### src/rtl/shiftcheck_alu.sv
module shiftcheck_alu #(
  parameter int W     = 8,
  parameter int SEL_W = $clog2(W + 2)
) (
  input  logic             clk,
  input  logic             rst_n,
  input  logic             start,
  input  logic [1:0]       op,
  input  logic [W-1:0]     a,
  input  logic [W-1:0]     b,
  input  logic             cin,
  input  logic             flt_en,
  input  logic [SEL_W-1:0] flt_sel,
  input  logic             flt_val,
  output logic             busy,
  output logic             done,
  output logic [W-1:0]     result,
  output logic             cout,
  output logic             err
);
  localparam int D = W + 2;
  localparam logic [1:0] OP_ADD = 2'b00, OP_AND = 2'b01, OP_OR = 2'b10;

  typedef enum logic [1:0] {S_IDLE, S_P1, S_P2} state_t;
  state_t st;

  logic [W-1:0] a_q, b_q, r1_q;
  logic [1:0]   op_q;
  logic         cin_q, c1_q, saw_flt;

  logic         p2;
  logic [D-1:0] xa, xb, s;
  logic [D:0]   c;
  logic         is_add, cout_p1, cout_p2, mismatch;

  assign p2     = (st == S_P2);
  assign is_add = (op_q == OP_ADD);
  assign xa     = p2 ? {a_q, 2'b00} : {2'b00, a_q};
  assign xb     = p2 ? {b_q, 2'b00} : {2'b00, b_q};
  assign c[0]   = ~p2 & cin_q;

  for (genvar i = 0; i < D; i++) begin : g_slice
    logic ci, t;
    if (i == 2) begin : g_cin2
      assign ci = c[i] | (p2 & cin_q);
    end else begin : g_cin
      assign ci = c[i];
    end
    assign t = is_add           ? (xa[i] ^ xb[i] ^ ci) :
               (op_q == OP_AND) ? (xa[i] & xb[i]) :
               (op_q == OP_OR)  ? (xa[i] | xb[i]) : (xa[i] ^ xb[i]);
    assign s[i]   = (flt_en && flt_sel == SEL_W'(i)) ? flt_val : t;
    assign c[i+1] = (xa[i] & xb[i]) | (ci & (xa[i] ^ xb[i]));
  end

  assign cout_p1  = is_add & c[W];
  assign cout_p2  = is_add & c[D];
  assign mismatch = {c1_q, r1_q} != {cout_p2, s[D-1:2]};
  assign busy     = (st != S_IDLE);

  always_ff @(posedge clk) begin
    if (!rst_n) begin
      st <= S_IDLE; a_q <= '0; b_q <= '0; op_q <= '0; cin_q <= 1'b0;
      r1_q <= '0; c1_q <= 1'b0; saw_flt <= 1'b0;
      result <= '0; cout <= 1'b0; err <= 1'b0; done <= 1'b0;
    end else begin
      done <= 1'b0;
      case (st)
        S_IDLE: if (start) begin
          a_q <= a; b_q <= b; op_q <= op; cin_q <= cin;
          st <= S_P1;
        end
        S_P1: begin
          r1_q    <= s[W-1:0];
          c1_q    <= cout_p1;
          saw_flt <= flt_en;
          st      <= S_P2;
        end
        S_P2: begin
          result  <= r1_q;
          cout    <= c1_q;
          err     <= mismatch;
          saw_flt <= saw_flt | flt_en;
          done    <= 1'b1;
          st      <= S_IDLE;
        end
        default: st <= S_IDLE;
      endcase
    end
  end

  assert_accept_busy_R2: assert property (@(posedge clk) disable iff (!rst_n)
    (start && !busy) |=> busy);
  assert_done_after_busy_R2: assert property (@(posedge clk) disable iff (!rst_n)
    done |-> ($past(busy) && !busy));
  assert_done_single_R2: assert property (@(posedge clk) disable iff (!rst_n)
    done |=> !done);
  assert_logic_no_carry_R5: assert property (@(posedge clk) disable iff (!rst_n)
    (done && op_q != OP_ADD) |-> !cout);
  assert_clean_no_err_R6: assert property (@(posedge clk) disable iff (!rst_n)
    (done && !saw_flt) |-> !err);
  assert_hold_outputs_R10: assert property (@(posedge clk) disable iff (!rst_n)
    !p2 |=> ($stable(result) && $stable(cout) && $stable(err)));
endmodule

### config.mk
export PLATFORM = sky130hd
export DESIGN_NAME = shiftcheck_alu
export DESIGN_NICKNAME = d
export VERILOG_FILES = /design/src/rtl/shiftcheck_alu.sv
export SDC_FILE = /design/constraint.sdc
export NUM_CORES = 1
export LEC_CHECK = 0
export ABC_AREA = 1
export BUFFER_PORTS_ARGS = -buffer_cell sky130_fd_sc_hd__buf_2
export CORE_MARGIN = 5
export CORE_UTILIZATION = 50
export CTS_CLUSTER_SIZE = 8
export DETAILED_ROUTE_END_ITERATION = 16
export GPL_TIMING_DRIVEN = 0
export PLACE_DENSITY = 0.67
export SKIP_CTS_REPAIR_TIMING = 1
export SLEW_MARGIN = 0
export SYNTH_ARGS = -nofsm -noshare
export SYNTH_HDL_FRONTEND = slang
export SYNTH_SLANG_ARGS = --single-unit
### constraint.sdc
create_clock -name clk -period 7.5 [get_ports clk]
set_clock_uncertainty 0.1 [all_clocks]
set_input_delay 0.75 -clock clk [delete_from_list [all_inputs] [get_ports clk]]
set_output_delay 0.75 -clock clk [all_outputs]
set_load 0.01 [all_outputs]
# After elaboration in Yosys (flattened, before gate mapping)
# Cells that the tools add are included.
[classes]
eq_ne = 15
mux = 45
bitwise = 66
reduce_logical = 15
[op_table]
columns = ["operator", "n"]
rows = [
  ["$mux W1", 41],
  ["$and A1 B1 Y1", 24],
  ["$or A1 B1 Y1", 21],
  ["$mux W10", 2],
  ["$xor A1 B1 Y1", 20],
  ["$eq A4 B3 Y1 const B", 4],
  ["$logic_and A1 B1 Y1", 10],
  ["$ne A9 B9 Y1", 1],
  ["$eq A4 B2 Y1 const B", 2],
  ["$eq A4 B4 Y1 const B", 2],
  ["$eq A2 B1 Y1 const B", 2],
  ["$eq A2 B2 Y1 const B", 2],
  ["$eq A4 B1 Y1 const B", 1],
  ["$logic_not A2 Y1", 2],
  ["$logic_not A4 Y1", 1],
  ["$pmux W2 S2", 1],
  ["$mux W2", 1],
  ["$ne A2 B2 Y1 const B", 1],
  ["$reduce_and A2 Y1", 1],
  ["$reduce_bool A2 Y1", 1],
  ["$not A1 Y1", 1],
]
[totals]
register_bits = 41
input_bits = 28
wordCells = 152

# Logic depth before layout (Yosys ltp)
# Gate-level depths: netlist (run 1).
[depth]
depth_word = 26
depth_mapped = 30

# Least setup slack after synthesis (run 1)
# No wires, ideal clock.
[synth_path]
path_kind = "register to register"
startpoint = "reg st[1]"
endpoint = "reg err"
setup_time_ns = 0.117
t_arrival_ns = 5.667
required_ns = 7.283
setup_slack_ns = 1.616
path_stages_with_launch = 31
path_buffers = 2
period_less_slack_ns = 5.884
path_cell_list = "dfxtp_1 > inv_1 > nor2_2 > inv_1 > clkbuf_1 > buf_2 > nand2_1 > fa_1 > inv_1 > fa_1 > a21o_1 > inv_1 > fa_1 > fa_1 > fa_1 > fa_1 > fa_1 > fa_1 > fa_1 > fa_1 > inv_1 > nor2_1 > nor2_1 > nand2_1 > nand2_1 > nand2_1 > nand2_1 > nor2_1 > nand3_1 > nor2_1 > nor2_1"
[synth_via]
elab_chain_len = 26
word_cells_on_any_way = 97
classes_between = "eq/ne (2); mux (34); bitwise (61)"
[synth_rtl]
columns = ["item", "line", "source"]
rows = [
  ["from (decl)", "25", "state_t st;"],
  ["from (signal assigned)", "63", "st <= S_IDLE; a_q <= '0; b_q <= '0; op_q <= '0; cin_q <= 1'b0;"],
  ["from (signal assigned)", "71", "st <= S_P1;"],
  ["from (signal assigned)", "77", "st <= S_P2;"],
  ["$eq A2 B2 Y1 (*)", "36, 68", ""],
  ["$mux W10, or another cell as far along", "38", "assign xa = p2 ? {a_q, 2'b00} : {2'b00, a_q};"],
  ["$xor A1 B1 Y1 / $and A1 B1 Y1 (equally long branches)", "53, 40", ""],
  ["$and A1 B1 Y1", "53", "assign c[i+1] = (xa[i] & xb[i]) | (ci & (xa[i] ^ xb[i]));"],
  ["$or A1 B1 Y1", "53", ""],
  ["$and A1 B1 Y1", "53", ""],
  ["$or A1 B1 Y1", "53", ""],
  ["$or A1 B1 Y1", "45", "assign ci = c[i] | (p2 & cin_q);"],
  ["(+10 left out)", "--", ""],
  ["$and A1 B1 Y1", "53", ""],
  ["$or A1 B1 Y1", "53", ""],
  ["$and A1 B1 Y1", "53", ""],
  ["$or A1 B1 Y1", "53", ""],
  ["$xor A1 B1 Y1 / $and A1 B1 Y1 (equally long branches)", "49, 53", ""],
  ["$mux W1 / $or A1 B1 Y1 (equally long branches)", "49, 53", ""],
  ["$mux W1 / $and A1 B1 Y1 (equally long branches)", "52, 57", ""],
  ["$ne A9 B9 Y1", "58", "assign mismatch = {c1_q, r1_q} != {cout_p2, s[D-1:2]};"],
  ["to (signal assigned)", "82", "err <= mismatch;"],
  ["to (decl)", "19", "output logic err"],
]
# Mark *: on every way between the ends. The rest lies on a longest branch, timed or not.
# A chain may end at the register's enable or synchronous reset.

# Final worst setup path (run 1)
# Same ends and word-level chain as after synthesis.

==> metrics.md, run 1 <==
| Metric | Value |
|---|---|
| Pin count of the biggest net entering global routing | `15` |
| Seq cells post-synth | `41` |
| Tightest Pin Transition | `507 ps` |
| Total grt overflow | `0` |
| Worst-Skew Late Latency | `300 ps` |
| Area Growth Syn to Fin | `13.8%` |
| Via density | `5.13` |
| Remaining antenna violation count | `0` |
| Die ar. | `0.00731 mm²` |
| I/O pin cnt | `40` |
| Critical path class | `register to register` |
| CTS tree | `yes` |
| Crit path top cell by count | `fa_1` |
| Clock Pin Slew Worst Setup and Hold Paths | `90 ps` |
| Met1 global-route usage | `0.285` |
| Vias in the first global route | `2,709` |
| # nets final | `536` |
| WL final | `7390 µm` |
| Ys Warns | `0` |
| First-pass GRT wire length | `12,300 µm` |
| Post-synthesis cell count | `433` |
| PortBufs | `38` |
| Busiest metal layer after global routing | `met2` |
| Sequential-to-total area share from yosys stat | `0.288` |
| Vias | `2,829` |
| LEAKAGE | `1.61 nW` |
| Max incr delay on CP | `460 ps` |
| Max_cap viols | `0` |
| Dpl ws | `910 ps` |
| Htree depth | `2` |
| Crit start category | `register` |
| Worst EP arrival | `6750 ps` |
| Status | `finished, final reports clean` |
| Worst path buffer plus inverter count | `6` |
| Final hold vios | `0` |
| Reg-to-reg startpoint | `st[1]` |
| Design Area, Final | `0.00324 mm²` |
| CP Data Required Time | `7590 ps` |
| Mean area per synthesized cell | `6.58 µm²` |
| Number of DRC markers in iteration 0 | `196` |
| Critical path's slowest cell | `fa_1` |
| Worst hold path class | `register to register` |
| Top cell family by delay on the critical path | `adder cells` |
| Tcrit/Tclk final | `0.887` |
| Fillers | `568` |
| Placed Area | `0.00313 mm²` |
| Tot GR Track Use | `0.211` |
| Multi-input logic area | `0.00165 mm²` |
| GR Util met3 | `0.0330` |
| Die height | `85.5 µm` |
| PnR worst setup slack | `845 ps` |
| Unrepaired setup endpoints after global routing | `no` |
| Crit Path Max Fanout | `10` |
| Critical Path Source | `st[1]` |
| Max Transition Viols Final | `0` |
| CP Capture Type | `register` |
| Final Core Density | `0.589` |
| Area of the mapped netlist | `0.00285 mm²` |
| GPL Wtd Cong | `0.902` |
| Hold_sp | `b_q[4]` |
| Standard-cell rows | `27` |
| CTS sink count | `41` |
| Net count after synthesis | `491` |
| Yosys cell types | `25` |
| Proportion of layout cells with a drive suffix above 1 | `0.121` |
| Setup TNS | `0 ps` |
| Ant. Diodes | `0` |
| Max VDD drop | `0.148 mV` |
| HPWL Detailed | `5990 µm` |
| Die extent in x | `85.5 µm` |
| Num CTS Buffers | `5` |
| Fmax | `150 MHz` |
| DRC | `0` |
| Bufs on Longest Clock Path | `2` |
| Met2 GRT Util | `0.339` |
| Clk root buf | `clkbuf_8` |
| DR pass1 iterations | `6` |
| Initial antenna violation count | `0` |
| Starting Density | `0.517` |
| Wire per inst | `13.4 µm` |
| Seq. cell area | `821 µm²` |
| PD cells | `184 mW/mm²` |
| Period minus WS final | `6660 ps` |
| Core area | `0.00551 mm²` |
| Normalized max-slew margin | `0.662` |
| Final setup violation count | `0` |
-- where the power goes --
group | leakage [nW] | switching [mW] | internal, mW
sequential | 0.337 | 0.00789 | 0.233
clock | 0.0585 | 0.0815 | 0.0998
combinational | 1.22 | 0.113 | 0.0625
total | 1.61 | 0.202 | 0.396
-- worst reg2reg max path: stages (launching register included) --
cell      delay [ps]
dfxtp_1          320
inv_1             80
nor2_2            80
inv_1             80
clkbuf_1         310
buf_2            300
nand2_1          100
fa_1             420
inv_1            100
fa_1             170
a21o_1            80
inv_1             60
fa_1             460
fa_1             450
fa_1             390
fa_1             400
fa_1             420
fa_1             450
fa_1             410
fa_1             390
nor2_2           170
o21ai_0           90
a21oi_1          200
nand2_1           80
nor2_1           100
nand3_1           90
nor2_1           190
nor2_1            60
-- metal layers --
metal | up-vias | routed length (µm)
li1 | 1456 | -
met5 | - | 0
met2 | 86 | 3270
met1 | 1270 | 3540
met4 | 0 | 216
met3 | 17 | 360
-- cell usage after synthesis --
cell type   n  area (µm²)
nand2_1    85         319
inv_1      75         282
o21ai_0    48         240
nor2_1     43         161
dfxtp_1    41         821
a21oi_1    37         185
nand3_1    27         135
ha_1       20         250
o21ai_1    15        75.1
clkbuf_1   12        45.0
fa_1       10         200
inv_2       4        15.0
a31oi_1     2        12.5
buf_6       2        22.5
nor2_2      2        12.5
a211oi_1    1        7.51
a21o_1      1        7.51
buf_1       1        3.75
buf_2       1        5.00
clkinv_1    1        3.75
nand2_2     1        6.26
nand2_4     1        11.3
nand4_1     1        6.26
nor2_4      1        11.3
o211a_1     1        10.0
-- stage by stage --
step	instances	power, mW	hold slack, ps
detailed placement	543	0.420	358
finish	551	0.598	369
global placement	543	0.416	354
global route	551	0.641	397
floorplan	433	0.371	339
CTS	551	0.601	371
-- layout make-up --
cell class | instances | share of cell area
timing repair buffer | 38 | 0.0587
multi-input combinational | 296 | 0.509
sequential | 41 | 0.253
inverter | 80 | 0.0926
tap | 72 | 0.0278
clock buffer | 5 | 0.0212
clock inverter | 3 | 0.0135
buffer | 16 | 0.0235
-- cell families (layout without fill, tap and decap cells) --
| family | Yosys count | in the layout | synth area share |
|---|---|---|---|
| buf+inv | 96 | 142 | 0.132 |
| compound gates | 105 | 105 | 0.189 |
| fa+ha+maj | 30 | 30 | 0.158 |
| flops | 41 | 41 | 0.288 |
| simple gates | 161 | 161 | 0.233 |
-- cells in the final DEF (no fill, tap or decap), types with 2 or more instances in the layout --
cell	synthesis	routed
o21ai_0	48	48
inv_1	75	75
nor2_1	43	43
a31oi_1	2	2
inv_2	4	4
buf_6	2	2
fa_1	10	10
clkbuf_1	12	12
dfxtp_1	41	41
clkbuf_8	0	5
nand3_1	27	27
nor2_2	2	2
nand2_1	85	85
o21ai_1	15	15
ha_1	20	20
buf_2	1	39
a21oi_1	37	37
-- worst paths after layout --
kind | slack, ps | cells past startpoint | endpoint
setup / recovery | 840 | 27 | err
hold / removal | 370 | 2 | b_q[4]
setup reg to reg | 840 | 27 | err
hold reg to reg | 370 | 2 | b_q[4]
-- registers in the layout (all words and copies together) (netlist names), 2 cells and up --
signal  flops
a_q         8
b_q         8
op_q        2
r1_q        8
result      8
st          2
(Power assumes the default switching activity.)
==> run 2: changes to the inputs <==
CORE_MARGIN = 4   (was 5)
CORE_UTILIZATION = 58   (was 50)
PLACE_DENSITY = 0.77   (was 0.67)
==> run 2 against run 1 <==
Hold slack got worse by 2.4 ps. Register-to-register slack improved by 90 ps. Flip-flop and latch count unchanged. Setup slack improved by 85 ps. Combinational power about the same. Global-route usage increased by 4.4 points. Design area decreased by 1.0%. Count of clock-buffer cells in the layout unchanged. Highest routed layer unchanged.
==> metrics.md, run 2 (synthesis results as in run 1) <==
| Metric | Value |
|---|---|
| Max Transition Viols Final | `0` |
| Crit start category | `register` |
| First-pass GRT wire length | `12,300 µm` |
| Die extent in x | `78.1 µm` |
| Commonest non-fill, non-tap cell in the layout | `nand2_1` |
| Max VDD drop | `0.133 mV` |
| Tot GR Track Use | `0.254` |
| Worst Setup EP | `err` |
| R2R Setup Slk | `930 ps` |
| Period minus WS final | `6570 ps` |
| Reg-to-reg startpoint | `st[0]` |
| PD cells | `174 mW/mm²` |
| Pin count of the biggest net entering global routing | `14` |
| Vias in the first global route | `2,724` |
| Standard-cell rows | `25` |
| DR pass1 iterations | `5` |
| FF-to-FF End | `err` |
| Worst hold path class | `register to register` |
| Worst-Skew Late Latency | `290 ps` |
| Seq. cell area | `821 µm²` |
| Fmax | `152 MHz` |
| Critical path class | `register to register` |
| I/O pin cnt | `40` |
| Final setup violation count | `0` |
| Initial antenna violation count | `0` |
| CTS tree | `yes` |
| Normalized max-slew margin | `0.675` |
| Final hold vios | `0` |
| LEAKAGE | `1.60 nW` |
| Fillers | `454` |
| GPL Wtd Cong | `0.942` |
| DRC | `0` |
| Bufs on Longest Clock Path | `2` |
| CP Data Required Time | `7580 ps` |
| Area Growth Syn to Fin | `12.6%` |
| PortBufs | `38` |
| Hold_sp | `b_q[4]` |
| Max_cap viols | `0` |
| Vias | `2,893` |
| Clock Pin Slew Worst Setup and Hold Paths | `80 ps` |
| CP Capture Type | `register` |
| Proportion of layout cells with a drive suffix above 1 | `0.121` |
| Tcrit/Tclk final | `0.876` |
| Status | `finished, final reports clean` |
| Clk root buf | `clkbuf_8` |
| Remaining antenna violation count | `0` |
| Ant. Diodes | `0` |
| Die height | `78.1 µm` |
| Htree depth | `2` |
| Number of DRC markers in iteration 0 | `170` |
| Final Core Density | `0.675` |
| # nets final | `536` |
| Tightest Pin Transition | `488 ps` |
| Num CTS Buffers | `5` |
| Starting Density | `0.599` |
| Commonest non-fill, non-tap cells in the layout | `85 x nand2_1, 75 x inv_1, 48 x o21ai_0` |
| Critical Path Source | `st[0]` |
| CTS sink count | `41` |
| WL final | `7130 µm` |
| Wire per inst | `13.1 µm` |
| Multi-input logic area | `0.00165 mm²` |
| Worst EP arrival | `6650 ps` |
| Die ar. | `0.00610 mm²` |
| Via density | `5.30` |
| Reg2Reg Depth | `26` |
| Unrepaired setup endpoints after global routing | `no` |
| HPWL Detailed | `5770 µm` |
| Total grt overflow | `0` |
| Crit Path Max Fanout | `10` |
| Setup TNS | `0 ps` |
| Core area | `0.00475 mm²` |
run 2: changes by cell type in the layout (fill, tap and decap cells not counted):
cell,before,now
clkinv_2,1,2
bufinv_16,1,0
clkinvlp_4,0,1
inv_6,1,0
run 2: stage by stage:
stage	setup slack [ps]	hold slack, ps	instances	total power [mW]	area, µm²
final	930	367	546	0.559	3210
after global routing	514	400	546	0.601	3210
after CTS	925	372	546	0.560	3210
after detailed placement	946	361	538	0.419	3120
after global placement	1010	354	538	0.414	3120
after floorplan	1620	339	433	0.371	2850
run 2: layout make-up:
type                    instances  area share
plain buffers                  16      0.0238
clock buffers                   5      0.0214
clock inverters                 3     0.00546
inverters                      80      0.0936
multi-input cells             296       0.515
flip-flops and latches         41       0.256
well taps                      67      0.0261
repair buffers                 38      0.0593
run 2: metal layers:
layer  GRT usage  share of wire  vias to the layer above  wire [µm]
met2       0.411           0.46                      104       3250
met3      0.0333          0.057                       15        409
li1            -              -                     1453          -
met1       0.351           0.46                     1321       3310
met4      0.0874          0.023                        0        165
met5           0              0                        -          0
run 2: power breakdown:
part / switching, mW / leakage, nW / internal [mW] / total (mW)
logic: 0.112 / 1.22 / 0.0622 / 0.174
clock network: 0.0792 / 0.0439 / 0.0643 / 0.143
registers: 0.00769 / 0.337 / 0.233 / 0.241
total: 0.199 / 1.60 / 0.360 / 0.559
run 2: critical path, stage by stage (launching register included):
cell and delay [ps]:
dfxtp_1 370, nor2_2 100, inv_1 80, clkbuf_1 310
buf_2 310, nand2_1 110, fa_1 420, inv_1 80
fa_1 170, a21o_1 80, inv_1 70, fa_1 460
fa_1 450, fa_1 390, fa_1 380, fa_1 400
fa_1 440, fa_1 400, fa_1 390, nor2_2 160
o21ai_0 90, a21oi_1 180, nand2_1 90, nor2_1 110
nand3_1 90, nor2_1 160, nor2_1 60
run 2: worst min-delay path by stage:
stage | to | cells past startpoint
2_1_floorplan | a_q[2] | 2
3_3_place_gp | b_q[4] | 2
3_5_place_dp | b_q[4] | 2
4_1_cts | b_q[4] | 2
5_1_grt | b_q[2] | 2
6_report | b_q[4] | 2
==> run 3: changes to the inputs <==
ABC_AREA = unset   (was 1)
CORE_UTILIZATION = 57   (was 58)
PLACE_DENSITY = 0.76   (was 0.77)
==> run 3 against run 2 <==
Combinational power decreased by 34%. Flip-flop and latch count did not move. Via count down 18%. Highest routed layer unchanged. First-iteration DRC count decreased by 8.8%. Sequential power shrank 2%. Register-to-register slack worse by 480 ps. Hold slack got worse by 13 ps. Fmax down 6.8%. Global-route usage fell by 2.2 points.
==> metrics.md, run 3 <==
| Metric | Value |
|---|---|
| Status | `finished, final reports clean` |
| LEAKAGE | `1.46 nW` |
| CTS sink count | `41` |
| Post-synthesis cell count | `351` |
| Seq cells post-synth | `41` |
| Crit start category | `register` |
| Dominant cells by area after synthesis | `dfxtp_1 30%, nand2_1 14%, ha_1 9.1%, mux4_2 7.4%, fa_1 7.3%` |
| Crit path cell chain | `nand2b_1 -> clkbuf_1 -> buf_1 -> nand2_1 -> fa_1 -> inv_1 -> fa_1 -> a21oi_1 -> fa_1 -> fa_1 -> fa_1 -> fa_1 -> fa_1 -> fa_1 -> fa_1 -> fa_1 -> inv_1 -> mux4_2 -> mux2i_1 -> xnor2_1 -> nor3_1 -> a31oi_1` |
| Num CTS Buffers | `5` |
| Commonest cells in the netlist | `101 x nand2_1, 41 x dfxtp_1, 40 x inv_1` |
| WL final | `6410 µm` |
| Critical path class | `register to register` |
| PortBufs | `38` |
| Die height | `77.5 µm` |
| Max_cap viols | `0` |
| Cell taking the most area after synthesis | `dfxtp_1` |
| DR pass1 iterations | `4` |
| First-pass GRT wire length | `11,100 µm` |
| Final hold vios | `0` |
| Wire per inst | `14.2 µm` |
| Mean area per synthesized cell | `7.85 µm²` |
| Normalized max-slew margin | `0.538` |
| Tcrit/Tclk final | `0.940` |
| Yosys cell types | `31` |
| Vias | `2,381` |
| Met2 WL | `2940 µm` |
| Via density | `5.29` |
| Max incr delay on CP | `490 ps` |
| Net count after synthesis | `409` |
| Met1 Wirelength | `2930 µm` |
| Number of synthesized flops with an enable pin | `0` |
| I/O pin cnt | `40` |
| Clk root buf | `clkbuf_8` |
| Period minus WS final | `7050 ps` |
| Vias in the first global route | `2,404` |
| Uppermost layer routed | `met4` |
| Proportion of layout cells with a drive suffix above 1 | `0.154` |
| CP Data Required Time | `7590 ps` |
| Worst hold path class | `register to register` |
| Ys async rst share | `0` |
| Pin count of the biggest net entering global routing | `13` |
| Crit Path Max Fanout | `10` |
| Starting Density | `0.587` |
| Setup TNS | `0 ps` |
| Worst-Skew Late Latency | `300 ps` |
| Reg2Reg Depth | `22` |
| CTS tree | `yes` |
| Crit path top cell by count | `fa_1` |
| Clock Pin Slew Worst Setup and Hold Paths | `80 ps` |
| Standard-cell rows | `25` |
| WHS Path Cells | `2` |
| Area Growth Syn to Fin | `12.3%` |
| Core area | `0.00469 mm²` |
| Hold_sp | `result[4]` |
| Sequential-to-total area share from yosys stat | `0.298` |
| FF-to-FF End | `err` |
| # nets final | `454` |
| Max VDD drop | `0.128 mV` |
| Ys Warns | `0` |
| Area of the mapped netlist | `0.00276 mm²` |
| Met3 WL post-DR | `420 µm` |
| Dpl ws | `481 ps` |
| Tightest Pin Transition | `692 ps` |
| Max Transition Viols Final | `0` |
| Total grt overflow | `0` |
| Ant. Diodes | `0` |
| Bufs on Longest Clock Path | `2` |
| Commonest non-fill, non-tap cells in the layout | `101 x nand2_1, 41 x buf_2, 41 x dfxtp_1` |
| WHS | `355 ps` |
| Remaining antenna violation count | `0` |
| Final Core Density | `0.660` |
| Unrepaired setup endpoints after global routing | `no` |
| Hold Path Sink | `result[4]` |
| Initial antenna violation count | `0` |
| Reg-to-reg startpoint | `st[0]` |
| Yosys top cell area share | `0.298` |
| Tot GR Track Use | `0.233` |
| PD cells | `159 mW/mm²` |
| Top-count cell post-synth | `nand2_1` |
| Worst path buffer plus inverter count | `4` |
| Number of DRC markers in iteration 0 | `155` |
| Critical path's slowest cell | `fa_1` |
| Top cell family by delay on the critical path | `adder cells` |
| PnR worst setup slack | `448 ps` |
| GPL Wtd Cong | `0.845` |
| R2R Setup Slk | `450 ps` |
| Htree depth | `2` |
| Commonest non-fill, non-tap cell in the layout | `nand2_1` |
| Die ar. | `0.00601 mm²` |
| Worst EP arrival | `7140 ps` |
| Fmax | `142 MHz` |
| Final setup violation count | `0` |
| HPWL Detailed | `5040 µm` |
| CP Capture Type | `register` |
| DRC | `0` |
| Dominant synthesized flop cell | `dfxtp_1` |
| Die extent in x | `77.5 µm` |
run 3: changes by cell type in the layout (fill, tap and decap cells not counted), moves of 6 or more:
| cell | before | now |
|---|---|---|
| o21ai_0 | 48 | 1 |
| inv_1 | 75 | 40 |
| nand3_1 | 27 | 1 |
| nor2_1 | 43 | 25 |
| nand2_1 | 85 | 101 |
| o21ai_1 | 15 | 0 |
| mux4_2 | 0 | 9 |
| xnor2_1 | 0 | 8 |
| mux2i_1 | 0 | 7 |
| nor3_1 | 0 | 6 |
run 3: worst reg2reg max path, delay by kind of cell (launching register included):
| kind | cells | cell delay, ps |
|---|---|---|
| buf+inv | 4 | 940 |
| mux | 2 | 620 |
| simple gates | 3 | 500 |
| compound gates | 2 | 170 |
| xor+xnor | 1 | 110 |
| fa+ha+maj | 10 | 4090 |
| flops | 1 | 400 |
run 3: worst max path at each step:
stage,start,end,cells past startpoint
global placement,st[0],err,22
finish,st[0],err,22
global route,st[0],err,22
floorplan,st[0],err,22
CTS,st[0],err,22
detailed placement,st[0],err,22
run 3: through the flow:
step	instance area, µm²	total power [mW]	instances
floorplan	2760	0.323	351
global placement	3010	0.350	443
detailed placement	3010	0.355	443
CTS	3100	0.495	450
global route	3100	0.520	450
finish	3100	0.494	450
run 3: layout make-up:
cell class	instances	area [µm²]
clock buffer	6	72.6
timing repair buffer	38	190
clock inverter	1	8.76
inverter	40	150
sequential	41	821
multi-input combinational	249	1690
fill	406	1600
tap	54	67.6
buffer	21	97.6
run 3: kinds of logic after synthesis:
| group | Yosys count | share of synthesized area |
|---|---|---|
| AO/OA/AOI/OAI | 43 | 0.0831 |
| XOR/XNOR | 9 | 0.0286 |
| adder cells (fa/ha/maj) | 30 | 0.163 |
| buffers and inverters | 61 | 0.0899 |
| flip-flops | 41 | 0.298 |
| multiplexers | 18 | 0.112 |
| AND/OR/NAND/NOR | 149 | 0.225 |
run 3: routing by layer:
layer | vias to the layer above | GRT usage
met5 | - | 0
met4 | 0 | 0.0925
met3 | 10 | 0.0487
met2 | 79 | 0.380
met1 | 1095 | 0.301
li1 | 1197 | -
run 3: where the power goes:
part	switching, mW	internal, mW
combinational	0.0638	0.0499
sequential	0.00876	0.227
clock	0.0792	0.0645
total	0.152	0.342
